--- src/rtl/awc_pkg.sv ---
package awc_pkg;

  // Sample kind within the 4:2:2 interleave; bit 0 set means luma.
  typedef enum logic [1:0] {
    KIND_CB = 2'd0,
    KIND_Y0 = 2'd1,
    KIND_CR = 2'd2,
    KIND_Y1 = 2'd3
  } sampleKind_e;

  // Strobes passed from the window control to the sample datapath.
  typedef struct packed {
    logic        act;   // active-video flag, one stage delayed
    logic        take;  // source sample is to be used this cycle
    sampleKind_e kind;  // kind of the sample being produced
  } winStrobe_t;

endpackage

--- src/rtl/awc_span_cmp.sv ---
module awc_span_cmp #(
  parameter int W = 11
) (
  input  logic [W-1:0] pos,
  input  logic [W-1:0] start,
  input  logic [W-1:0] len,
  output logic         hit
);

  localparam int EW = W + 1;

  logic [EW-1:0] posExt;
  logic [EW-1:0] startExt;
  logic [EW-1:0] stopExt;

  // One extra bit keeps start+len from wrapping.
  always_comb begin
    posExt   = {1'b0, pos};
    startExt = {1'b0, start};
    stopExt  = startExt + {1'b0, len};
    hit      = (posExt >= startExt) && (posExt < stopExt);
  end

endmodule

--- src/rtl/awc_window_ctrl.sv ---
module awc_window_ctrl
  import awc_pkg::*;
#(
  parameter int XW = 11,
  parameter int YW = 10
) (
  input  logic          clk,
  input  logic          rstN,
  input  logic          actIn,
  input  logic [XW-1:0] xIn,
  input  logic [YW-1:0] yIn,
  input  logic [XW-1:0] hOffIn,
  input  logic [XW-1:0] hSizeIn,
  input  logic [YW-1:0] vOffIn,
  input  logic [YW-1:0] vSizeIn,
  output logic          reqOut,
  output winStrobe_t    strobeOut
);

  localparam int AXES = 2;

  logic [AXES-1:0] axisHit;

  // The two axes share one comparator; each gets its own width.
  for (genvar a = 0; a < AXES; a++) begin : g_axis
    if (a == 0) begin : g_h
      awc_span_cmp #(.W(XW)) cmp_i (
        .pos  (xIn),
        .start(hOffIn),
        .len  (hSizeIn),
        .hit  (axisHit[a])
      );
    end else begin : g_v
      awc_span_cmp #(.W(YW)) cmp_i (
        .pos  (yIn),
        .start(vOffIn),
        .len  (vSizeIn),
        .hit  (axisHit[a])
      );
    end
  end

  always_comb begin
    reqOut = actIn && (&axisHit);
  end

  // The source answers a request one cycle later; the strobes move with it.
  always_ff @(posedge clk or negedge rstN) begin
    if (!rstN) begin
      strobeOut <= '0;
    end else begin
      strobeOut.act  <= actIn;
      strobeOut.take <= reqOut;
      strobeOut.kind <= sampleKind_e'(xIn[1:0]);
    end
  end

endmodule

--- src/rtl/awc_sample_path.sv ---
module awc_sample_path
  import awc_pkg::*;
#(
  parameter int DW = 8
) (
  input  logic          clk,
  input  logic          rstN,
  input  logic          cfgLoad,
  input  logic [DW-1:0] clipLoIn,
  input  logic [DW-1:0] clipHiLumaIn,
  input  logic [DW-1:0] clipHiChromaIn,
  input  winStrobe_t    strobeIn,
  input  logic [DW-1:0] srcData,
  output logic [DW-1:0] dataOut,
  output logic          actOut
);

  // Nominal 8-bit levels scaled to the sample width.
  localparam int            SH       = DW - 8;
  localparam logic [DW-1:0] LO_DEF   = DW'(16)  << SH;
  localparam logic [DW-1:0] HIY_DEF  = DW'(235) << SH;
  localparam logic [DW-1:0] HIC_DEF  = DW'(240) << SH;
  localparam logic [DW-1:0] BLACK_Y  = DW'(16)  << SH;
  localparam logic [DW-1:0] BLACK_C  = DW'(1)   << (DW - 1);

  logic [DW-1:0] loQ;
  logic [DW-1:0] hiLumaQ;
  logic [DW-1:0] hiChromaQ;

  logic          isLuma;
  logic [DW-1:0] picked;
  logic [DW-1:0] ceiling;
  logic [DW-1:0] floored;
  logic [DW-1:0] clipped;

  always_ff @(posedge clk or negedge rstN) begin
    if (!rstN) begin
      loQ       <= LO_DEF;
      hiLumaQ   <= HIY_DEF;
      hiChromaQ <= HIC_DEF;
    end else if (cfgLoad) begin
      loQ       <= clipLoIn;
      hiLumaQ   <= clipHiLumaIn;
      hiChromaQ <= clipHiChromaIn;
    end
  end

  always_comb begin
    isLuma  = (strobeIn.kind == KIND_Y0) || (strobeIn.kind == KIND_Y1);
    if (strobeIn.take) begin
      picked = srcData;
    end else begin
      picked = isLuma ? BLACK_Y : BLACK_C;
    end
    ceiling = isLuma ? hiLumaQ : hiChromaQ;
    // Floor first, ceiling second: the ceiling wins on conflict.
    floored = (picked < loQ) ? loQ : picked;
    clipped = (floored > ceiling) ? ceiling : floored;
  end

  always_ff @(posedge clk or negedge rstN) begin
    if (!rstN) begin
      dataOut <= '0;
      actOut  <= 1'b0;
    end else begin
      dataOut <= clipped;
      actOut  <= strobeIn.act;
    end
  end

endmodule

--- src/rtl/active_window_clip.sv ---
module active_window_clip
  import awc_pkg::*;
#(
  parameter int XW = 11,
  parameter int YW = 10,
  parameter int DW = 8
) (
  input  logic          clk,
  input  logic          rstN,
  input  logic          actIn,
  input  logic [XW-1:0] xIn,
  input  logic [YW-1:0] yIn,
  input  logic [XW-1:0] hOffIn,
  input  logic [XW-1:0] hSizeIn,
  input  logic [YW-1:0] vOffIn,
  input  logic [YW-1:0] vSizeIn,
  input  logic          cfgLoad,
  input  logic [DW-1:0] clipLoIn,
  input  logic [DW-1:0] clipHiLumaIn,
  input  logic [DW-1:0] clipHiChromaIn,
  output logic          reqOut,
  input  logic [DW-1:0] srcData,
  output logic [DW-1:0] dataOut,
  output logic          actOut
);

  winStrobe_t ctlStrobe;

  awc_window_ctrl #(.XW(XW), .YW(YW)) ctrl_i (
    .clk      (clk),
    .rstN     (rstN),
    .actIn    (actIn),
    .xIn      (xIn),
    .yIn      (yIn),
    .hOffIn   (hOffIn),
    .hSizeIn  (hSizeIn),
    .vOffIn   (vOffIn),
    .vSizeIn  (vSizeIn),
    .reqOut   (reqOut),
    .strobeOut(ctlStrobe)
  );

  awc_sample_path #(.DW(DW)) path_i (
    .clk           (clk),
    .rstN          (rstN),
    .cfgLoad       (cfgLoad),
    .clipLoIn      (clipLoIn),
    .clipHiLumaIn  (clipHiLumaIn),
    .clipHiChromaIn(clipHiChromaIn),
    .strobeIn      (ctlStrobe),
    .srcData       (srcData),
    .dataOut       (dataOut),
    .actOut        (actOut)
  );

endmodule

--- config.mk ---
export PLATFORM = sky130hd
export DESIGN_NAME = active_window_clip
export DESIGN_NICKNAME = d
export VERILOG_FILES = /design/src/rtl/awc_pkg.sv /design/src/rtl/awc_span_cmp.sv /design/src/rtl/awc_window_ctrl.sv /design/src/rtl/awc_sample_path.sv /design/src/rtl/active_window_clip.sv
export SDC_FILE = /design/constraint.sdc
export NUM_CORES = 1
export LEC_CHECK = 0
export ABC_CLOCK_PERIOD_IN_PS = 8700
export BUFFER_PORTS_ARGS = -buffer_cell sky130_fd_sc_hd__buf_2
export CAP_MARGIN = 5
export CELL_PAD_IN_SITES_DETAIL_PLACEMENT = 1
export CELL_PAD_IN_SITES_GLOBAL_PLACEMENT = 2
export CORE_ASPECT_RATIO = 2
export CORE_MARGIN = 5
export CORE_UTILIZATION = 30
export DETAILED_ROUTE_END_ITERATION = 10
export PLACE_DENSITY_LB_ADDON = 0.1
export SLEW_MARGIN = 10
export SYNTH_ARGS = -nofsm -noshare
export SYNTH_HDL_FRONTEND = slang
export SYNTH_HIERARCHICAL = 1
export SYNTH_SLANG_ARGS = --single-unit
export TNS_END_PERCENT = 30
--- constraint.sdc ---
create_clock -name clk -period 8.7 [get_ports clk]
set_input_delay 1.305 -clock clk [delete_from_list [all_inputs] [get_ports clk]]
set_output_delay 1.305 -clock clk [all_outputs]
set_load 0.005 [all_outputs]
## Word level (Yosys, flattened, before mapping)

Cells that the tools add are included.

| operators by class | value |
|---|---|
| add/subtract/negate cells | 2 |
| $lt $le $gt $ge | 6 |
| equal/unequal tests | 2 |
| mux-type cells | 5 |
| reductions and logical operators | 5 |

Operator list:

| operator | number |
|---|---|
| $mux W8 | 5 |
| $add A11 B11 Y12 | 1 |
| $lt A11 B12 Y1 | 1 |
| $add A10 B10 Y11 | 1 |
| $ge A11 B11 Y1 | 1 |
| $lt A10 B11 Y1 | 1 |
| $ge A10 B10 Y1 | 1 |
| $gt A8 B8 Y1 | 1 |
| $lt A8 B8 Y1 | 1 |
| $logic_and A1 B1 Y1 | 3 |
| $eq A2 B1 Y1 const B | 1 |
| $eq A2 B2 Y1 const B | 1 |
| $reduce_and A2 Y1 | 1 |
| $logic_or A1 B1 Y1 | 1 |

| word-level totals | value |
|---|---|
| register bits | 37 |
| output and inout bits | 10 |

## Logic depth before layout (Yosys ltp)

| logic depth | value |
|---|---|
| depth in word-level cells | 8 |
| gate-level depth with buffers | 16 |
| gate-level depth less buffers | 14 |

## By module

The synthesis kept the hierarchy.

By module, submodules not included:

| module | times used | cells an instance | area an instance (um2) |
|---|---|---|---|
| awc_sample_path | 1 | 157 | 1836.8 |
| awc_span_cmp at ctrl_i.g_axis[0].g_h.cmp_i | 1 | 127 | 979.7 |
| awc_span_cmp at ctrl_i.g_axis[1].g_v.cmp_i | 1 | 102 | 837.1 |
| awc_window_ctrl | 1 | 5 | 106.4 |

## Least setup slack after synthesis

No wires, ideal clock.

| timing | value |
|---|---|
| kind | input to output |
| from | input port vOffIn[0] |
| to | output port reqOut |
| data arrival time | 3835 ps |
| required time | 7395 ps |
| slack | 3560 ps |
| stages on the path | 12 |
| path buffers | 0 |
| path through | ha_1 fa_1 a211oi_1 nor2_1 o31ai_1 a21bo_2 ha_1 nand4_1 o211ai_1 a31oi_1 o311a_1 and3_1 |

| on the way | value |
|---|---|
| cells in the longest elaborated chain, start to end | 5 |
| elaborated cells between the ends (all ways) | 6 |
| classes of those cells | 1 x add/sub; 2 x order compare; 3 x reduce/logical |

Ends and longest elaborated chain:

| what | RTL line | RTL |
|---|---|---|
| from (decl) | active_window_clip.sv:15 | `input logic [YW-1:0] vOffIn,` |
| $add A10 B10 Y11 | awc_span_cmp.sv:20 | `stopExt = startExt + {1'b0, len};` |
| $lt A10 B11 Y1 | awc_span_cmp.sv:21 | `hit = (posExt >= startExt) && (posExt < stopExt);` |
| $logic_and A1 B1 Y1 (*) | awc_span_cmp.sv:21 |  |
| via ctrl_i.axisHit[1] | awc_window_ctrl.sv:22 | `logic [AXES-1:0] axisHit;` |
| $reduce_and A2 Y1 (*) | awc_window_ctrl.sv:44 | `reqOut = actIn && (&axisHit);` |
| $logic_and A1 B1 Y1 (*) | awc_window_ctrl.sv:44 |  |
| to (decl) | active_window_clip.sv:21 | `output logic reqOut,` |

The timed path passes the listed nets; every way through them passes the cells marked *.

## Worst setup path in the final report

Same ends and word-level chain as after synthesis.

==> impl_metrics.json <==
{
  "clk_path_buf_depth": 2,
  "rsz0062_at_grt": "false",
  "cts-root-buf": "clkbuf_16",
  "synthCells": 390,
  "syn_area_per_cell_um2": 9.58,
  "diodes": 0,
  "power_per_cell_area_nw_per_um2": 159,
  "dr.pass1.iters": 4,
  "cts_tree": "yes",
  "fin_crit_sh_pct": 65.0,
  "via_count": 3312,
  "ioPinCount": 109,
  "grt_max_degree": 37,
  "die_w_um": 88.9,
  "status": "finished, final reports clean",
  "tightest_slew_ps": 814,
  "synth.net_count": 566,
  "postCtsSetupBuffers": 0,
  "antenna_found_initial": 0,
  "rows": 57,
  "ctsHoldBuffers": 0,
  "min_period_ps": 5660,
  "fillers": 1449,
  "clock-sinks": 36,
  "drive_above_1_share_pct": 32.0,
  "vias_per_cell": 5.12,
  "start_util_pct": 30.6,
  "routabilityCongestion": 0.760,
  "slew_headroom_pct": 45.7,
  "required_ps": 7390,
  "crit_path_end_kind": "output pin",
  "clk_pin_slew_ps": 50,
  "grtUsageTotal_pct": 15.6,
  "clock_latency_ps": 290,
  "peakVddDrop_mv": 0.133,
  "grt_pass1_wl_um": 17900,
  "crit_fanout": 3,
  "syn_area_um2": 3730,
  "mostFrequentLayoutCell": "buf_2",
  "core_area_um2": 12200,
  "yosysWarningCount": 6,
  "cts-buffers-inserted": 5,
  "dieArea_um2": 14900,
  "final_util_pct": 38.1,
  "cp_data_arrival_time_ps": 4350,
  "cts_resized": 0,
  "drtIter0Drc": 26,
  "fin_worst_skew_ps": 7.22,
  "ant_nets": 0,
  "io_buffers": 108,
  "grt_pass1_vias": 3841,
  "hpwlAfterDp_um": 9880,
  "drv_slew": 0,
  "fmax_mhz": 177,
  "maxCapViolations": 0,
  "die_y_um": 168,
  "overflow": 0,
  "setup_viol": 0,
  "finalNetCount": 675,
  "cts_max_level": 2,
  "drc_errors": 0,
  "routed_wl_um": 11200,
  "path_class": "input port to output pin",
  "routedWlPerCell_um": 17.3,
  "cellLeakagePower_nw": 2.50,
  "hold_violations": 0,
  "final.setup.tns_ps": 0,
  "hp-class": "flop to flop",
  "start_kind": "input port",
  "syn_to_final_growth_pct": 24.4,
  "mostFrequentLayoutCells": "108 x buf_2, 75 x ha_1, 44 x inv_1"
}
==> per-stage QoR <==
stage	cells	hold WS (ps)	instance area [um^2]	setup slack, ps	total power, mW
after floorplan	390	331	3730	3560	0.384
after global placement	639	337	4430	3120	0.475
after detailed placement	639	341	4430	2970	0.483
after CTS	647	354	4640	2970	0.754
after global routing	647	366	4640	2750	0.792
final	647	349	4640	3040	0.737
==> final cells by class <==
| type | instances | area, um^2 | share of cell area (%) |
|---|---|---|---|
| Timing Repair Buffer | 108 | 541 | 11.6 |
| Inverter | 44 | 165 | 3.56 |
| Multi-Input combinational cell | 304 | 2630 | 56.5 |
| Sequential cell | 36 | 915 | 19.7 |
| Clock inverter | 3 | 90.1 | 1.94 |
| Tap cell | 147 | 184 | 3.96 |
| Clock buffer | 5 | 125 | 2.69 |
==> power by group <==
group | switching, mW | internal (mW) | leakage (nW) | total, mW
combinational | 0.141 | 0.126 | 1.98 | 0.268
clock | 0.0715 | 0.193 | 0.104 | 0.265
sequential | 0.0108 | 0.194 | 0.417 | 0.205
==> metal layers <==
layer  global-route usage [%]  up-vias  part of all wire (%)
met1                     13.0     1575                    30
li1                         -     1640                     -
met2                     33.5       76                    63
met5                        0        -                     0
met3                     1.96       21                   4.4
met4                     6.38        0                   2.8
==> critical path, cell delays in order <==
cell,delay [ps]
buf_2,110
ha_1,210
fa_1,430
a211oi_1,240
nor2_1,90
o31ai_1,350
a21bo_2,280
ha_1,310
nand4_1,100
o211ai_1,170
a31oi_1,100
o311a_1,360
and3_1,160
buf_2,130
==> state kept, by name (all words and copies together), names as in the netlist <==
name,cells
path_i/hiLumaQ,8
path_i/hiChromaQ,8
path_i/dataOut,8
ctrl_i/strobeOut,3
path_i/actOut,1
path_i/loQ,8
==> final timing paths <==
kind,from,to,slack [ps],cells after the start
worst max-delay path,vOffIn[0],reqOut,3040,14
worst min-delay path,ctrl_i/strobeOut[3],path_i/actOut,350,0
worst max register to register,ctrl_i/strobeOut[0],path_i/dataOut[6],4670,13
worst min register to register,ctrl_i/strobeOut[3],path_i/actOut,350,0
max in group asynchronous,rstN,path_i/hiChromaQ[1],7060,1
min in group asynchronous,rstN,path_i/loQ[5],1100,1
Note: power is estimated with default switching activity, not from simulation.
